**src/rtl/qbl_pkg.sv**
```systemverilog
package qbl_pkg;

  typedef enum logic [1:0] {
    SZ_BYTE = 2'd0,
    SZ_HALF = 2'd1,
    SZ_WORD = 2'd2,
    SZ_WIDE = 2'd3
  } xfer_size_e;

  localparam int unsigned WORD_BYTES = 4;

endpackage

```
**src/rtl/qbl_rst_sync.sv**
```systemverilog
module qbl_rst_sync (
  input  logic clk,
  input  logic arst_n,
  output logic rst_n_sync
);

  logic stage_q;
  logic out_q;

  always_ff @(posedge clk or negedge arst_n) begin
    if (!arst_n) begin
      stage_q <= 1'b0;
      out_q   <= 1'b0;
    end else begin
      stage_q <= 1'b1;
      out_q   <= stage_q;
    end
  end

  assign rst_n_sync = out_q;

endmodule

```
**src/rtl/qbl_order_gen.sv**
```systemverilog
module qbl_order_gen #(
  parameter int unsigned LINE_WORDS = 4
) (
  input  logic [$clog2(LINE_WORDS)-1:0]                     start_idx,
  output logic [LINE_WORDS*$clog2(LINE_WORDS)-1:0]          word_order,
  output logic [2*LINE_WORDS*($clog2(LINE_WORDS)+1)-1:0]    hw_order
);

  localparam int unsigned WIDX_W = $clog2(LINE_WORDS);
  localparam int unsigned HIDX_W = WIDX_W + 1;

  // word slots wrap around the line, starting at the addressed word
  for (genvar k = 0; k < LINE_WORDS; k++) begin : g_word_slot
    assign word_order[k*WIDX_W +: WIDX_W] = start_idx + WIDX_W'(k);
  end

  // two half-word accesses per word, low half first
  for (genvar j = 0; j < 2*LINE_WORDS; j++) begin : g_hw_slot
    assign hw_order[j*HIDX_W +: HIDX_W] =
      {word_order[(j/2)*WIDX_W +: WIDX_W], 1'(j % 2)};
  end

endmodule

```
**src/rtl/qbl_lane_mask.sv**
```systemverilog
module qbl_lane_mask
  import qbl_pkg::*;
#(
  parameter int unsigned LINE_WORDS = 4
) (
  input  logic [$clog2(LINE_WORDS)-1:0]     word_idx,
  input  logic [1:0]                        byte_ofs,
  input  logic [1:0]                        size,
  output logic [LINE_WORDS*WORD_BYTES-1:0]  lanes
);

  localparam int unsigned LANES = LINE_WORDS * WORD_BYTES;

  logic [WORD_BYTES-1:0] word_lanes;

  always_comb begin
    case (size)
      SZ_BYTE: word_lanes = 4'b0001 << byte_ofs;
      SZ_HALF: word_lanes = byte_ofs[1] ? 4'b1100 : 4'b0011;
      default: word_lanes = 4'b1111;
    endcase
    lanes = LANES'(word_lanes) << {word_idx, 2'b00};
  end

endmodule

```
**src/rtl/qbl_window_track.sv**
```systemverilog
module qbl_window_track
  import qbl_pkg::*;
#(
  parameter int unsigned LINE_WORDS = 4
) (
  input  logic                                clk,
  input  logic                                rst_n,
  input  logic                                beat_valid,
  input  logic                                beat_seq,
  input  logic                                beat_write,
  input  logic                                sub_word,
  input  logic [$clog2(LINE_WORDS)-1:0]       word_idx,
  input  logic [LINE_WORDS*WORD_BYTES-1:0]    beat_lanes,
  output logic                                beat_last,
  output logic                                win_start,
  output logic                                rpt_valid,
  output logic                                rpt_write,
  output logic [LINE_WORDS-1:0]               rpt_keep,
  output logic [LINE_WORDS*WORD_BYTES-1:0]    rpt_lane_en
);

  localparam int unsigned WIDX_W = $clog2(LINE_WORDS);
  localparam int unsigned LANES  = LINE_WORDS * WORD_BYTES;
  localparam logic [WIDX_W-1:0] LAST_IDX = WIDX_W'(LINE_WORDS - 1);

  // window state
  logic              open_q,  open_d;
  logic              last_q,  last_d;
  logic [WIDX_W-1:0] cnt_q,   cnt_d;
  logic [LINE_WORDS-1:0] keep_q, keep_d;
  logic [LANES-1:0]  lanes_q, lanes_d;
  logic              wr_q,    wr_d;

  // report state
  logic              rpt_valid_q;
  logic              rpt_write_q;
  logic [LINE_WORDS-1:0] rpt_keep_q;
  logic [LANES-1:0]  rpt_lanes_q;

  logic              close_win;
  logic [WIDX_W-1:0] cnt_eff;
  logic [LINE_WORDS-1:0] word_hit;

  always_comb begin
    win_start = beat_valid & (~beat_seq | ~open_q | last_q);
    cnt_eff   = win_start ? '0 : cnt_q;
    beat_last = beat_valid & (sub_word | (word_idx == LAST_IDX) | (cnt_eff == LAST_IDX));
    close_win = open_q & (~beat_valid | win_start);
    word_hit  = LINE_WORDS'(1) << word_idx;

    open_d = beat_valid;
    last_d = beat_last;
    cnt_d  = beat_valid ? cnt_eff + WIDX_W'(1) : '0;
    wr_d   = win_start ? beat_write : wr_q;

    if (!beat_valid) begin
      keep_d  = '0;
      lanes_d = '0;
    end else if (win_start) begin
      keep_d  = word_hit;
      lanes_d = beat_lanes;
    end else begin
      keep_d  = keep_q | word_hit;
      lanes_d = lanes_q | beat_lanes;
    end
  end

  always_ff @(posedge clk or negedge rst_n) begin
    if (!rst_n) begin
      open_q  <= 1'b0;
      last_q  <= 1'b0;
      cnt_q   <= '0;
      keep_q  <= '0;
      lanes_q <= '0;
      wr_q    <= 1'b0;
    end else begin
      open_q  <= open_d;
      last_q  <= last_d;
      cnt_q   <= cnt_d;
      keep_q  <= keep_d;
      lanes_q <= lanes_d;
      wr_q    <= wr_d;
    end
  end

  always_ff @(posedge clk or negedge rst_n) begin
    if (!rst_n) begin
      rpt_valid_q <= 1'b0;
      rpt_write_q <= 1'b0;
      rpt_keep_q  <= '0;
      rpt_lanes_q <= '0;
    end else begin
      rpt_valid_q <= close_win;
      if (close_win) begin
        rpt_write_q <= wr_q;
        rpt_keep_q  <= keep_q;
        rpt_lanes_q <= lanes_q;
      end
    end
  end

  assign rpt_valid   = rpt_valid_q;
  assign rpt_write   = rpt_write_q;
  assign rpt_keep    = rpt_keep_q;
  assign rpt_lane_en = rpt_lanes_q;

endmodule

```
**src/rtl/qw_burst_limiter.sv**
```systemverilog
module qw_burst_limiter
  import qbl_pkg::*;
#(
  parameter int unsigned ADDR_W     = 32,
  parameter int unsigned LINE_WORDS = 4
) (
  input  logic                                           clk,
  input  logic                                           rst_n,
  input  logic                                           beat_valid,
  input  logic [ADDR_W-1:0]                              beat_addr,
  input  logic [1:0]                                     beat_size,
  input  logic                                           beat_seq,
  input  logic                                           beat_write,
  output logic                                           beat_last,
  output logic                                           plan_valid,
  output logic [LINE_WORDS*$clog2(LINE_WORDS)-1:0]       plan_word_order,
  output logic [2*LINE_WORDS*($clog2(LINE_WORDS)+1)-1:0] plan_hw_order,
  output logic                                           rpt_valid,
  output logic                                           rpt_write,
  output logic [LINE_WORDS-1:0]                          rpt_keep,
  output logic [LINE_WORDS*4-1:0]                        rpt_lane_en
);

  localparam int unsigned WIDX_W  = $clog2(LINE_WORDS);
  localparam int unsigned HIDX_W  = WIDX_W + 1;
  localparam int unsigned WORD_W  = LINE_WORDS * WIDX_W;
  localparam int unsigned HW_W    = 2 * LINE_WORDS * HIDX_W;
  localparam int unsigned LANES   = LINE_WORDS * WORD_BYTES;
  localparam int unsigned IDX_LSB = $clog2(WORD_BYTES);

  logic                 rst_n_int;
  logic [WIDX_W-1:0]    word_idx;
  logic                 sub_word;
  logic [LANES-1:0]     beat_lanes;
  logic                 win_start;
  logic [WORD_W-1:0]    gen_word_order;
  logic [HW_W-1:0]      gen_hw_order;
  logic                 plan_valid_q;
  logic [WORD_W-1:0]    plan_word_q;
  logic [HW_W-1:0]      plan_hw_q;
  logic                 unused_addr_hi;

  assign word_idx       = beat_addr[IDX_LSB +: WIDX_W];
  assign sub_word       = (beat_size == SZ_BYTE) | (beat_size == SZ_HALF);
  assign unused_addr_hi = ^beat_addr[ADDR_W-1:IDX_LSB+WIDX_W];

  qbl_rst_sync u_rst_sync (
    .clk        (clk),
    .arst_n     (rst_n),
    .rst_n_sync (rst_n_int)
  );

  qbl_lane_mask #(.LINE_WORDS(LINE_WORDS)) u_lane_mask (
    .word_idx (word_idx),
    .byte_ofs (beat_addr[1:0]),
    .size     (beat_size),
    .lanes    (beat_lanes)
  );

  qbl_order_gen #(.LINE_WORDS(LINE_WORDS)) u_order_gen (
    .start_idx  (word_idx),
    .word_order (gen_word_order),
    .hw_order   (gen_hw_order)
  );

  qbl_window_track #(.LINE_WORDS(LINE_WORDS)) u_track (
    .clk         (clk),
    .rst_n       (rst_n_int),
    .beat_valid  (beat_valid),
    .beat_seq    (beat_seq),
    .beat_write  (beat_write),
    .sub_word    (sub_word),
    .word_idx    (word_idx),
    .beat_lanes  (beat_lanes),
    .beat_last   (beat_last),
    .win_start   (win_start),
    .rpt_valid   (rpt_valid),
    .rpt_write   (rpt_write),
    .rpt_keep    (rpt_keep),
    .rpt_lane_en (rpt_lane_en)
  );

  always_ff @(posedge clk or negedge rst_n_int) begin
    if (!rst_n_int) begin
      plan_valid_q <= 1'b0;
      plan_word_q  <= '0;
      plan_hw_q    <= '0;
    end else begin
      plan_valid_q <= win_start;
      if (win_start) begin
        plan_word_q <= gen_word_order;
        plan_hw_q   <= gen_hw_order;
      end
    end
  end

  assign plan_valid      = plan_valid_q;
  assign plan_word_order = plan_word_q;
  assign plan_hw_order   = plan_hw_q;

endmodule

```
**config.mk**
```make
export PLATFORM = sky130hd
export DESIGN_NAME = qw_burst_limiter
export DESIGN_NICKNAME = d
export VERILOG_FILES = /design/src/rtl/qbl_pkg.sv /design/src/rtl/qbl_rst_sync.sv /design/src/rtl/qbl_order_gen.sv /design/src/rtl/qbl_lane_mask.sv /design/src/rtl/qbl_window_track.sv /design/src/rtl/qw_burst_limiter.sv
export SDC_FILE = /design/constraint.sdc
export NUM_CORES = 1
export LEC_CHECK = 0
export BUFFER_PORTS_ARGS = -buffer_cell sky130_fd_sc_hd__buf_2
export CAP_MARGIN = 0
export CORE_MARGIN = 3
export CORE_UTILIZATION = 48
export DETAILED_ROUTE_END_ITERATION = 10
export PLACE_DENSITY_LB_ADDON = 0.12
export SLEW_MARGIN = 10
export SYNTH_ARGS = -nofsm -noshare
export SYNTH_HDL_FRONTEND = slang
export SYNTH_SLANG_ARGS = --single-unit
```
**constraint.sdc**
```tcl
create_clock -name clk -period 2.4 [get_ports clk]
set_clock_uncertainty 0.15 [all_clocks]
set_input_delay 0.24 -clock clk [delete_from_list [all_inputs] [get_ports clk]]
set_output_delay 0.24 -clock clk [all_outputs]
set_load 0.02 [all_outputs]
```
# --- Word level (Yosys, flattened, before mapping) ---
# Index checks and enable logic that the tools add are counted.
classes:
  addsub: 4
  n_eq_ne: 3
  shifts: 3
  muxes: 8
  n_bitwise: 14
  n_reduce_logical: 1
ops:
  columns: ["op", "n"]
  rows:
  - ["16-bit 2-to-1 mux", 2]
  - ["16-bit bitwise OR", 1]
  - ["4-bit by 4-bit << shifter with 16-bit output", 1]
  - ["4-bit 2-to-1 mux", 3]
  - ["4-bit one-hot mux with 2 select lines", 1]
  - ["1-bit by 2-bit << shifter with 4-bit output (first input constant)", 2]
  - ["1-bit bitwise OR", 6]
  - ["2-bit by 1-bit adder with 2-bit output (second input constant)", 2]
  - ["2-bit adder (second input constant)", 2]
  - ["2-bit equality test (second input constant)", 2]
  - ["2-bit 2-to-1 mux", 2]
  - ["4-bit bitwise OR", 1]
  - ["1-bit AND", 3]
  - ["1-bit NOT", 3]
  - ["2-bit by 1-bit equality test with 1-bit output (second input constant)", 1]
  - ["2-bit zero test", 1]
totals:
  ff_bits: 78
  wordCells: 48

# --- Longest topological paths before layout ---
logic_depth:
  ltp_word: 8
  depth_mapped: 8
  depth_no_buf: 6

# --- By module ---
# Synthesis repeated with hierarchy kept, for this count alone.
unflattened:
  hier_cells: 320
  hier_area_um2: 4092.7
by_module_without_submodules:
  columns: ["module", "instances", "cells_each", "area_per_inst_um2", "seq_area_each_um2"]
  rows:
  - ["qbl_window_track", 1, 189, 2277.2, 1176.1]
  - ["qw_burst_limiter", 1, 70, 1373.8, 825.8]
  - ["qbl_order_gen", 1, 34, 242.7, 0.0]
  - ["qbl_lane_mask", 1, 24, 145.1, 0.0]
  - ["qbl_rst_sync", 1, 3, 53.8, 50.0]

# --- Worst setup path after synthesis ---
# OpenSTA, ideal clock, no wires.
synth_timing:
  path_type: "reg2out"
  start: "register u_track.last_q"
  end: "output port beat_last"
  t_arrival_ps: 1613
  required_ps: 2010
  setup_slack_ps: 397
  stages_incl_launch_ff: 9
  n_path_buf: 2
  cell_sequence: "dfrtp_1 > and3b_1 > buf_6 > nand2b_4 > buf_6 > and2_1 > ha_1 > nor2_1 > a21oi_1"
synth_between:
  elab_chain_len: 6
synth_lines:
  columns: ["element", "line", "text"]
  rows:
  - ["start, declared", "qbl_window_track.sv:28", "logic last_q, last_d;"]
  - ["start signal, assigned", "qbl_window_track.sv:78", "last_q <= last_d;"]
  - ["1-bit bitwise OR", "qbl_window_track.sv:45", "win_start = beat_valid & (~beat_seq | ~open_q | last_q);"]
  - ["1-bit AND", "qbl_window_track.sv:45", null]
  - ["2-bit 2-to-1 mux", "qbl_window_track.sv:46", "cnt_eff = win_start ? '0 : cnt_q;"]
  - ["2-bit equality test", "qbl_window_track.sv:47", "beat_last = beat_valid & (sub_word | (word_idx == LAST_IDX) | (cnt_eff == LAST_IDX));"]
  - ["1-bit bitwise OR", "qbl_window_track.sv:47", null]
  - ["1-bit AND", "qbl_window_track.sv:47", null]
  - ["end, declared", "qw_burst_limiter.sv:14", "output logic beat_last,"]
# No other way between the ends.

# --- Final worst setup path ---
layout_timing:
  start: "register u_track.open_q"
  end: "output port beat_last"
layout_between:
  elab_chain_len: 8
layout_lines:
  columns: ["element", "line", "text"]
  rows:
  - ["start, declared", "qbl_window_track.sv:27", "logic open_q, open_d;"]
  - ["start signal, assigned", "qbl_window_track.sv:77", "open_q <= open_d;"]
  - ["1-bit NOT", "qbl_window_track.sv:45", null]
  - ["1-bit bitwise OR (2 in a row)", "qbl_window_track.sv:45", null]
  - ["1-bit AND", "qbl_window_track.sv:45", null]
  - ["2-bit 2-to-1 mux", "qbl_window_track.sv:46", null]
  - ["2-bit equality test", "qbl_window_track.sv:47", null]
  - ["1-bit bitwise OR", "qbl_window_track.sv:47", null]
  - ["1-bit AND", "qbl_window_track.sv:47", null]
# No other way between the ends.

==> impl_results.md <==
* DP HPWL at roughly 2.9 mm
* Clock buffer depth at 2
* Final nets at 290
* Worst R2R Path Depth at 4
* Combinational share of power at between 15 and 20%
* GRT Util Overall at roughly 16%
* Pwr Density at 806 nW/µm²
* Area grow syn2layout at 18.9%
* Max-slew violations at 0
* Fraction of layout cells with a size suffix above 1 at 45.2%
* Critical Path Fanout Max at 4
* Area of the mapped netlist at 2400 µm²
* Yosys cell types at 22
* Avg Synthesized Cell Area at 12.4 µm²
* Fin. Hold Viols at 0
* Number of antenna violations at the first check in global routing at 0
* Root Buffer: clkbuf_8
* Vias in the first global route at 1,434
* Slew headroom at a little over three fifths
* First-pass GRT wire length at 7.00 mm
* Hold Path Depth at 2
* Seq cells post-synth at 57
* Final min period at ~2.2 ns
* CP Capture Type: output port
* H-tree depth at 3
* RSZ-0062 raised after global routing: false
* Pin count of the biggest net entering global routing at 37
* Critical Path RT at between 2 and 2.5 ns
* Sequential power share at 46.5%
* IO Port Bufs at 62
* Via-to-Cell Ratio at 4.64
* Sequential Area at about 1400 µm²
* Core Region at 4790 µm²
* Fmax at 462 MHz
* Die width at 76.7 µm
* Critical-path cell list: and3b_2, nand2b_4, and2_1, ha_1, nor2_1, a21oi_1, buf_4
* Run status: finished clean
* Clock slew at reported path FFs at 0.06 ns
* Setup TNS at 0 ns
* Net Sw Frac at 26.4%
* WL final at 4.13 mm
* Antenna Cells at 0
* Routed Antenna Nets at 0
* Max VDD drop at approximately 0.46 mV
* R2r endpoint: u_track.rpt_lane_en[6]
* Final worst setup slack at 0.235 ns
* Die area at 5890 µm²
* Yosys warns at 0
* Critical path arrival at 1.77 ns
* Dpl ws at just under 0.3 ns
* Fin crit share at 90.2%
* Initial DRC count at 63
* Placer Congestion at 0.728
* Initial Utilization at 50.2%
* Crit path launch type: register
* Reg-to-Reg Start: u_track.last_q
* CP Class: reg2out
* Routed len/inst at 13.0 µm
* Largest stage delay on the critical path at 0.38 ns
* Total CTS buffers at 9
* Hold endpoint: u_track.last_q
* Clock power frac at 37.7%
* CP max-delay cell: dfrtp_1
* Worst slew pin tran at 0.556 ns
* Lkg Pwr at 0.00151 µW
* Sequential share of the synthesized area at approximately three fifths
* CTS tree: built
* Boundary Pins at 95
* Grt total ovfl at 0
* Die Ht at 76.7 µm
* P_sw at 608 µW
* Fillers at 416
* First-pass detailed-route iteration total at 6
* Clock Sinks at 57
* Hold Startpoint: beat_size[1]
* Finish-stage setup viols at 0
* Worst-Skew Late Latency at 0.32 ns
* DRC Markers at 0
* Hold Path Class: in2reg
* # rows at 25
* DR vias at 1,471
* Post-Syn Instances at approximately 190
* Max Cap Violations at 0
* Pint at 1690 µW
* Reg2Reg Setup Slack at between 0.6 and 0.7 ns
* Hold WS at 0.0456 ns
* Multi-input combinational cell area at 726 µm²
==> cell usage in the layout (no fill, tap or decap) <==
cell	netlist	routed
o21ai_0	18	18
mux2_2	22	22
buf_12	0	1
and3b_2	0	1
nand3_1	4	4
nand2b_1	2	2
nand2_1	17	17
inv_1	6	6
ha_1	5	5
and2_1	3	3
buf_2	2	61
clkinv_2	0	2
nor2_1	5	5
buf_4	27	6
clkbuf_1	0	1
and4b_1	1	1
nand3b_1	1	1
dfrtp_2	0	1
bufinv_16	0	1
dlygate4sd3_1	0	3
nand2b_4	1	1
a21oi_1	10	10
conb_1	2	5
mux2_4	5	5
clkbuf_8	0	11
or2_2	1	1
dfrtp_1	57	56
==> worst max-delay path: cells and delay by family (launching register included) <==
family | cells | cell delay [ns]
AO/OA/AOI/OAI | 1 | 0.09
adder cells (fa/ha/maj) | 1 | 0.19
buffers and inverters | 1 | 0.17
flip-flops | 1 | 0.38
AND/OR/NAND/NOR | 4 | 0.63
==> cells in the mapped netlist (all sizes together) <==
master  instances  area share (%)
ha              5             2.6
nand3b          1            0.31
nor2            5            0.78
nand2b          3             1.1
dfrtp          57              59
conb            2            0.31
buf            31             9.8
clkbuf          1            0.21
nand2          17             2.7
or2             1            0.26
inv             6            0.94
and3b           1            0.36
and2            3            0.78
and4b           1            0.42
nand3           4            0.83
o21ai          18             3.8
a21oi          10             2.1
mux2           27              13
==> registers in the layout (all words and copies together), names as in the netlist, 2 cells and up <==
register / count
plan_hw_order: 2
plan_word_order: 5
u_track.cnt_q: 2
u_track.keep_q: 4
u_track.lanes_q: 16
u_track.rpt_keep: 4
u_track.rpt_lane_en: 16
==> per-stage QoR <==
stage	total power (µW)	cells	area, µm²	utilization (%)
final	2300	317	2860	59.7
after global routing	2420	317	2860	59.7
after CTS	2340	315	2840	59.3
after floorplan	1380	196	2410	-
after global placement	1440	295	2600	54.2
after detailed placement	1450	295	2600	54.2
==> timing repair <==
item,in CTS,in global routing
hold buffers,3,0
setup endpoints to repair,1,1
hold endpoints to repair,4,0
gates resized for setup,0,2
pin swaps,0,0
setup buffers,2,2
==> power groups by stage <==
| stage | sequential [µW] | combinational (µW) | clock [µW] |
|---|---|---|---|
| final | 1070 | 363 | 869 |
| after floorplan | 1150 | 236 | 0 |
| after detailed placement | 1090 | 357 | 0 |
| after global placement | 1090 | 355 | 0 |
| after CTS | 1070 | 365 | 900 |
| after global routing | 1080 | 392 | 943 |
==> how the worst max path moves through the flow <==
stage	from	endpoint	depth (start not counted)
5_1_grt	u_track.last_q	beat_last	7
2_1_floorplan	u_track.last_q	beat_last	8
3_5_place_dp	u_track.last_q	beat_last	7
4_1_cts	u_track.last_q	beat_last	7
6_report	u_track.open_q	beat_last	7
3_3_place_gp	u_track.last_q	beat_last	7
==> final cells by class <==
class,instances,share of cell area [%]
multi-input combinational,101,25.4
clock inverter,3,1.40
tap,67,2.94
sequential,57,50.0
inverter,6,0.789
timing repair buffer,71,14.0
clock buffer,12,5.43
==> per-layer routing <==
layer / part of all wire [%] / global-route usage (%) / vias up
met5: 0 / 0 / -
met4: 2.2 / 9.24 / 0
met3: 6.4 / 5.63 / 9
met2: 45 / 22.0 / 42
met1: 46 / 20.4 / 707
li1: - / - / 713
==> cell families (layout without fill, tap and decap cells) <==
group	after synthesis	count (layout)	share of synthesized area [%]
adder cells (fa/ha/maj)	5	5	2.60
AND/OR/NAND/NOR	36	36	7.50
buffers and inverters	38	92	10.9
multiplexers	27	27	13.4
AO/OA/AOI/OAI	28	28	5.83
other	2	5	0.313
flip-flops	57	57	59.4
Power figures use the tool's default switching activity.
